$ cat src/rtl/acg_pkg.sv
package acg_pkg;
  localparam int unsigned DIV_W_DEF      = 8;
  localparam int unsigned MCK_FS_STD_DEF = 256;
  localparam int unsigned MCK_FS_DSP_DEF = 128;
  localparam int unsigned FRAME_STD_DEF  = 32;
  localparam int unsigned FRAME_DSP_DEF  = 16;

  function automatic int unsigned max2(int unsigned a, int unsigned b);
    return (a > b) ? a : b;
  endfunction
endpackage

$ cat src/rtl/acg_prescaler.sv
module acg_prescaler #(
  parameter int unsigned DIV_W = 8
) (
  input  logic             clk_i,
  input  logic             rst_ni,
  input  logic             run_i,
  input  logic             bypass_i,
  input  logic [DIV_W:0]   ratio_i,
  input  logic [DIV_W:0]   high_i,
  output logic             lvl_o,
  output logic             wrap_o,
  output logic             fall_o
);
  logic [DIV_W:0] cnt_q, cnt_nxt;
  logic           lvl_q;

  assign wrap_o  = run_i & (bypass_i | (cnt_q == ratio_i - 1'b1));
  assign fall_o  = run_i & (bypass_i | (cnt_q == high_i - 1'b1));
  assign cnt_nxt = wrap_o ? '0 : cnt_q + 1'b1;
  // ratio of one: kernel clock passes straight through
  assign lvl_o   = bypass_i ? clk_i : lvl_q;

  always_ff @(posedge clk_i or negedge rst_ni) begin
    if (!rst_ni) begin
      cnt_q <= '0;
      lvl_q <= 1'b1;
    end else if (!run_i) begin
      cnt_q <= '0;
      lvl_q <= 1'b1;
    end else begin
      cnt_q <= cnt_nxt;
      lvl_q <= (cnt_nxt < high_i);
    end
  end

  a_r1_cnt_bound: assert property (@(posedge clk_i) disable iff (!rst_ni)
    run_i && !bypass_i |-> cnt_q < ratio_i);

  a_r1_rise_after_wrap: assert property (@(posedge clk_i) disable iff (!rst_ni)
    run_i && $past(run_i) && !bypass_i && $rose(lvl_q) |-> $past(wrap_o));
endmodule

$ cat src/rtl/acg_bit_gen.sv
module acg_bit_gen #(
  parameter int unsigned M_W = 3
) (
  input  logic         clk_i,
  input  logic         rst_ni,
  input  logic         run_i,
  input  logic         mck_i,
  input  logic [M_W:0] ratio_i,
  input  logic         pre_lvl_i,
  input  logic         pre_wrap_i,
  input  logic         pre_fall_i,
  output logic         mclk_o,
  output logic         bclk_o,
  output logic         bit_end_o
);
  logic [M_W:0] m_q, m_nxt, half_r;
  logic         bclk_q;

  assign half_r    = ratio_i >> 1;
  assign m_nxt     = (m_q == ratio_i - 1'b1) ? '0 : m_q + 1'b1;
  assign bit_end_o = mck_i ? (pre_wrap_i && (m_q == half_r - 1'b1)) : pre_fall_i;
  assign mclk_o    = mck_i & pre_lvl_i;
  assign bclk_o    = mck_i ? bclk_q : pre_lvl_i;

  always_ff @(posedge clk_i or negedge rst_ni) begin
    if (!rst_ni) begin
      m_q    <= '0;
      bclk_q <= 1'b1;
    end else if (!run_i) begin
      m_q    <= '0;
      bclk_q <= 1'b1;
    end else if (pre_wrap_i) begin
      m_q    <= m_nxt;
      bclk_q <= (m_nxt < half_r);
    end
  end

  a_r9_fall_has_bit_end: assert property (@(posedge clk_i) disable iff (!rst_ni)
    mck_i && run_i && $past(run_i) && $fell(bclk_q) |-> $past(bit_end_o));
endmodule

$ cat src/rtl/acg_frame_gen.sv
module acg_frame_gen #(
  parameter int unsigned B_W = 5
) (
  input  logic         clk_i,
  input  logic         rst_ni,
  input  logic         run_i,
  input  logic         bit_end_i,
  input  logic [B_W:0] half_i,
  output logic         ws_o,
  output logic         stb_o
);
  logic [B_W:0] b_q;
  logic         ws_q, stb_q;
  logic         last_bit;

  assign last_bit = (b_q == half_i - 1'b1);
  assign ws_o     = ws_q;
  assign stb_o    = stb_q;

  always_ff @(posedge clk_i or negedge rst_ni) begin
    if (!rst_ni) begin
      b_q   <= '0;
      ws_q  <= 1'b0;
      stb_q <= 1'b0;
    end else if (!run_i) begin
      b_q   <= '0;
      ws_q  <= 1'b0;
      stb_q <= 1'b0;
    end else begin
      stb_q <= bit_end_i;
      if (bit_end_i) begin
        b_q <= last_bit ? '0 : b_q + 1'b1;
        if (last_bit) ws_q <= ~ws_q;
      end
    end
  end

  a_r8_ws_moves_with_strobe: assert property (@(posedge clk_i) disable iff (!rst_ni)
    run_i && $past(run_i) && !$stable(ws_q) |-> stb_q);
endmodule

$ cat src/rtl/audio_clkgen.sv
module audio_clkgen #(
  parameter int unsigned DIV_W      = acg_pkg::DIV_W_DEF,
  parameter int unsigned MCK_FS_STD = acg_pkg::MCK_FS_STD_DEF,
  parameter int unsigned MCK_FS_DSP = acg_pkg::MCK_FS_DSP_DEF,
  parameter int unsigned FRAME_STD  = acg_pkg::FRAME_STD_DEF,
  parameter int unsigned FRAME_DSP  = acg_pkg::FRAME_DSP_DEF
) (
  input  logic             clk_i,
  input  logic             rst_ni,
  input  logic             en_i,
  input  logic [DIV_W-1:0] div_i,
  input  logic             odd_i,
  input  logic             mck_en_i,
  input  logic             dsp_i,
  input  logic             wide_i,
  output logic             mclk_o,
  output logic             bclk_o,
  output logic             ws_o,
  output logic             err_o,
  output logic             bclk_stb_o
);
  localparam int unsigned RATIO_STD = MCK_FS_STD / FRAME_STD;
  localparam int unsigned RATIO_DSP = MCK_FS_DSP / FRAME_DSP;
  localparam int unsigned RATIO_MAX = acg_pkg::max2(RATIO_STD, RATIO_DSP);
  localparam int unsigned M_W       = $clog2(RATIO_MAX);
  localparam int unsigned HALF_MAX  = acg_pkg::max2(FRAME_STD, FRAME_DSP);
  localparam int unsigned B_W       = $clog2(HALF_MAX);
  localparam logic [M_W:0] RAT_S  = (M_W+1)'(RATIO_STD);
  localparam logic [M_W:0] RAT_D  = (M_W+1)'(RATIO_DSP);
  localparam logic [B_W:0] HALF_S = (B_W+1)'(FRAME_STD / 2);
  localparam logic [B_W:0] HALF_D = (B_W+1)'(FRAME_DSP / 2);

  logic [DIV_W-1:0] div_q;
  logic             odd_q, mck_q, dsp_q, wide_q, run_q, err_q;
  logic             illegal_in;

  assign illegal_in = (div_i == DIV_W'(1)) && odd_i;

  // settings are captured only while stopped
  always_ff @(posedge clk_i or negedge rst_ni) begin
    if (!rst_ni) begin
      div_q  <= '0;
      odd_q  <= 1'b0;
      mck_q  <= 1'b0;
      dsp_q  <= 1'b0;
      wide_q <= 1'b0;
      run_q  <= 1'b0;
      err_q  <= 1'b0;
    end else if (!run_q) begin
      div_q  <= div_i;
      odd_q  <= odd_i;
      mck_q  <= mck_en_i;
      dsp_q  <= dsp_i;
      wide_q <= wide_i;
      err_q  <= illegal_in;
      run_q  <= en_i & ~illegal_in;
    end else begin
      run_q  <= en_i;
    end
  end

  logic [DIV_W:0] ratio, high;
  logic           bypass;
  logic [M_W:0]   m_ratio;
  logic [B_W:0]   half_bits;

  assign ratio     = {div_q, 1'b0} + {{DIV_W{1'b0}}, odd_q};
  assign high      = {1'b0, div_q} + {{DIV_W{1'b0}}, odd_q};
  assign bypass    = (div_q == '0);
  assign m_ratio   = (dsp_q ? RAT_D : RAT_S) >> wide_q;
  assign half_bits = (dsp_q ? HALF_D : HALF_S) << wide_q;

  logic pre_lvl, pre_wrap, pre_fall;
  logic mclk_w, bclk_w, bit_end, ws_w, stb_w;

  acg_prescaler #(.DIV_W(DIV_W)) u_pre (
    .clk_i, .rst_ni, .run_i(run_q), .bypass_i(bypass),
    .ratio_i(ratio), .high_i(high),
    .lvl_o(pre_lvl), .wrap_o(pre_wrap), .fall_o(pre_fall)
  );

  acg_bit_gen #(.M_W(M_W)) u_bit (
    .clk_i, .rst_ni, .run_i(run_q), .mck_i(mck_q), .ratio_i(m_ratio),
    .pre_lvl_i(pre_lvl), .pre_wrap_i(pre_wrap), .pre_fall_i(pre_fall),
    .mclk_o(mclk_w), .bclk_o(bclk_w), .bit_end_o(bit_end)
  );

  acg_frame_gen #(.B_W(B_W)) u_frm (
    .clk_i, .rst_ni, .run_i(run_q), .bit_end_i(bit_end), .half_i(half_bits),
    .ws_o(ws_w), .stb_o(stb_w)
  );

  assign mclk_o     = run_q & mclk_w;
  assign bclk_o     = run_q & bclk_w;
  assign ws_o       = run_q & ws_w;
  assign bclk_stb_o = run_q & stb_w;
  assign err_o      = err_q;

  a_r3_err_blocks_run: assert property (@(posedge clk_i) disable iff (!rst_ni)
    err_q |-> !run_q);

  a_r10_cfg_frozen: assert property (@(posedge clk_i) disable iff (!rst_ni)
    run_q && $past(run_q) |-> $stable({div_q, odd_q, mck_q, dsp_q, wide_q}));
endmodule

$ cat config.mk
export PLATFORM = sky130hd
export DESIGN_NAME = audio_clkgen
export DESIGN_NICKNAME = d
export VERILOG_FILES = /design/src/rtl/acg_pkg.sv /design/src/rtl/acg_prescaler.sv /design/src/rtl/acg_bit_gen.sv /design/src/rtl/acg_frame_gen.sv /design/src/rtl/audio_clkgen.sv
export SDC_FILE = /design/constraint.sdc
export NUM_CORES = 1
export LEC_CHECK = 0
export ABC_AREA = 1
export BUFFER_PORTS_ARGS = -buffer_cell sky130_fd_sc_hd__buf_2
export CAP_MARGIN = 20
export CORE_ASPECT_RATIO = 0.5
export CORE_UTILIZATION = 40
export DETAILED_ROUTE_END_ITERATION = 12
export SLEW_MARGIN = 20
export SYNTH_ARGS = -nofsm -noshare
export SYNTH_HDL_FRONTEND = slang
export SYNTH_HIERARCHICAL = 1
export SYNTH_SLANG_ARGS = --single-unit
$ cat constraint.sdc
create_clock -name clk_i -period 3.35 [get_ports clk_i]
set_input_delay 0.67 -clock clk_i [delete_from_list [all_inputs] [get_ports clk_i]]
set_output_delay 0.67 -clock clk_i [all_outputs]
set_load 0.005 [all_outputs]
==> reports/summary.txt <==
status = finished, final reports clean
initial antenna violation count = 0
unrepaired setup endpoints after global routing = false
Avg Cell Area, Syn = 6.54 sq um
Final min period = 3.22 ns
Final Power = 1.47 mW
Comb pwr share = 21.4%
final number of setup-violating endpoints = 0
top cells by area, synth = dfrtp_1, nand2_1, inv_1
dpl ws = -0.0469 ns
Post-Syn Area = 3360 sq um
most used cell, CP = clkbuf_16
Starting Density = 41.7%
leading area contributor after synthesis = dfrtp_1
CP max FO = 2
Sequential Power Share = 34.0%
pin count of the biggest net entering global routing = 46
CP Cell Sequence = clkbuf_16 > nand2_8 > nand2_4 > clkbuf_16 > mux2_4 > nand2_2 > inv_1 > buf_2
post-route ant nets = 0
first-pass GRT wire length = 13300 um
switching fraction of total power = 31.2%
Worst Setup Slack, final = 0.126 ns
FF-to-FF Start = div_q[0]
CP max stage cell = mux2_4
Layout Skew = 0.00628 ns
Detail Placement HPWL = 5710 um
CTS tree = done
GRT Util Overall = 20.2%
Die Span X = 132 um
worst reg-to-reg setup slack = 0.22 ns
worst reg2reg path depth = 19
top cell type's share of synthesized area = 26.1%
Ports = 20
fin crit share = 96.2%
layout cells sized above 1 = 18.1%
I/O Buffers = 19
slew margin rel. = 42.8%
Internal = 1.01 mW
Clock Latency Late Sink = 0.40 ns
crit path DAT = 2.55 ns
Ys Warns = 6
Area after DPL = 3650 sq um
number of fill cells = 806
Die Y = 66.8 um
Rows = 23
Setup crit start kind = clock port
Post-synth top flop = dfrtp_1
fmax = 0.312 GHz
Hold Path Class = in2async
Crit path required time = 2.68 ns
Max-cap violations = 0
gr ovfl total = 0
fin area = 4090 sq um
Buf/Inv on CP = 4
post-synthesis cell type count = 39
final hold slack = 0.383 ns
kind of cell adding the most delay to the critical path = buffers and inverters
TritonRoute pass-1 iters = 4
die area = 8790 sq um
Clock Power Share = 44.6%
max incr delay on CP = 0.27 ns
Clock Pin Slew Worst Setup and Hold Paths = 0.06 ns
Post-synth ARST share = 100%
hold_buf cts = 0
Inserted Diodes = 0
Net Sw Power = 0.458 mW
nature of the critical path endpoint = output pin
Seq/Total Area, Yosys = 27.6%
global placer's final weighted congestion = 0.842
initial DRC count = 163
Leak = 2.24 nW
via count = 3153
drt drc = 0
#FFs+latches synth = 37
Syn-to-layout area delta = 21.8%
Cells after Synth = 514
Pwr Density = 359 nW/um^2
DR WL/cell = 11.6 um
Final nets = 605
number of enable flip-flop cells after synthesis = 0
Slew @ Worst Pin = 0.858 ns
Reg-to-Reg End = u_frm/b_q[5]
core area = 8060 sq um
post-layout util = 50.8%
crit path kind = clk2out
max-slew violations = 0
Final Hold Viols = 0
IR drop worst, VDD = 173 uV
DR vias/cell = 4.63
aggregate routed wire length = 7870 um
vias in the first global route = 2859
==> area by class of cell <==
cell class,count,area [sq um],share of cell area [%]
tap,112,140,3.43
clock inverter,4,16.3,0.398
sequential,37,928,22.7
timing repair buffer,30,190,4.65
clock buffer,16,282,6.88
multi-input combinational,384,2160,52.8
inverter,98,375,9.17
==> worst reg2reg max path: stages, from the launching register on <==
cell,delay (ns)
dfrtp_1,0.39
ha_1,0.25
ha_1,0.28
inv_1,0.09
ha_1,0.18
nand2_1,0.06
nor2_1,0.15
nand2_1,0.12
nor3_2,0.14
xor2_1,0.10
nor3_2,0.18
nand4_1,0.10
a21boi_1,0.15
inv_1,0.08
o21ai_4,0.17
nor2_4,0.07
nor3_4,0.18
nand3_1,0.11
xor2_1,0.14
nor2_1,0.05
==> timing repair <==
item | CTS | global route
gates resized for setup | 7 | 20
setup endpoints to repair | 4 | 9
pin swaps | 1 | 17
buffers inserted | 2 | 8
==> routing by layer <==
metal	track usage, %	routed length [um]
met1	26.1	4070
met4	9.88	133
met5	0	0
met2	29.7	3360
met3	7.38	305
==> cell usage in the layout (no fill, tap or decap), drive strengths merged, types with 13 or more instances in the layout <==
cell type	instances
buf	34
conb	13
dfrtp	35
ha	23
inv	100
nand2	154
nand3	35
nor2	69
o21ai	16
xor2	21
==> power by group through the flow <==
stage	clock network, mW	logic, mW	registers [mW]
global route	0.706	0.366	0.503
global placement	0.00436	0.297	0.505
detailed placement	0.00436	0.299	0.505
finish	0.655	0.315	0.499
floorplan	0.00304	0.229	0.498
CTS	0.727	0.302	0.498
==> cells in the mapped netlist (2+ instances only) <==
cell type  count
inv_2          7
buf_2          3
ha_1          23
xnor2_1        5
dfrtp_1       35
mux2_2         4
xor2_1        21
nand2_2        5
or2_2          3
nor3_1         4
nor2_1        52
o21ai_0       15
dfstp_2        2
nor2_2        15
nand3_1       31
o22ai_1        4
nor3_2         2
nand2_1      149
nand3b_1       2
nor4_1         2
nand4_1        6
a21oi_1       10
nand3_2        4
inv_1         93
nor2_4         2
a21boi_0       2
==> kinds of logic after synthesis <==
logic type / count (synthesis) / synth area share [%]
and+or+nand+nor: 280 / 37.1
buffers and inverters: 105 / 12.0
AOI/OAI and AO/OA: 38 / 6.44
DFF: 37 / 27.6
xor gates and xnor gates: 26 / 6.78
adders and majority gates: 23 / 8.57
muxes: 4 / 1.34
other: 1 / 0.112
==> flip-flops by register name (all words and copies together), names as in the netlist, 4 cells and up <==
name         count
div_q            8
u_bit/m_q        4
u_frm/b_q        6
u_pre/cnt_q      9
==> through the flow <==
step / setup TNS (ns) / instances
after floorplan: 0 / 526
after global placement: 0 / 658
after detailed placement: -0.0775 / 658
after CTS: -0.0139 / 674
after global routing: 0 / 681
final: 0 / 681
==> worst max path at each step <==
stage                   from      endpoint  slack [ns]  cells after the start
CTS                    clk_i        bclk_o       -0.01                      9
floorplan           div_q[0]  u_frm/b_q[4]        0.25                     19
detailed placement  div_q[0]  u_frm/b_q[4]       -0.05                     19
global route        div_q[0]   u_pre/lvl_q        0.02                     24
global placement    div_q[0]  u_frm/b_q[4]        0.06                     19
finish                 clk_i        bclk_o        0.13                      8
Power figures use the tool's default switching activity.
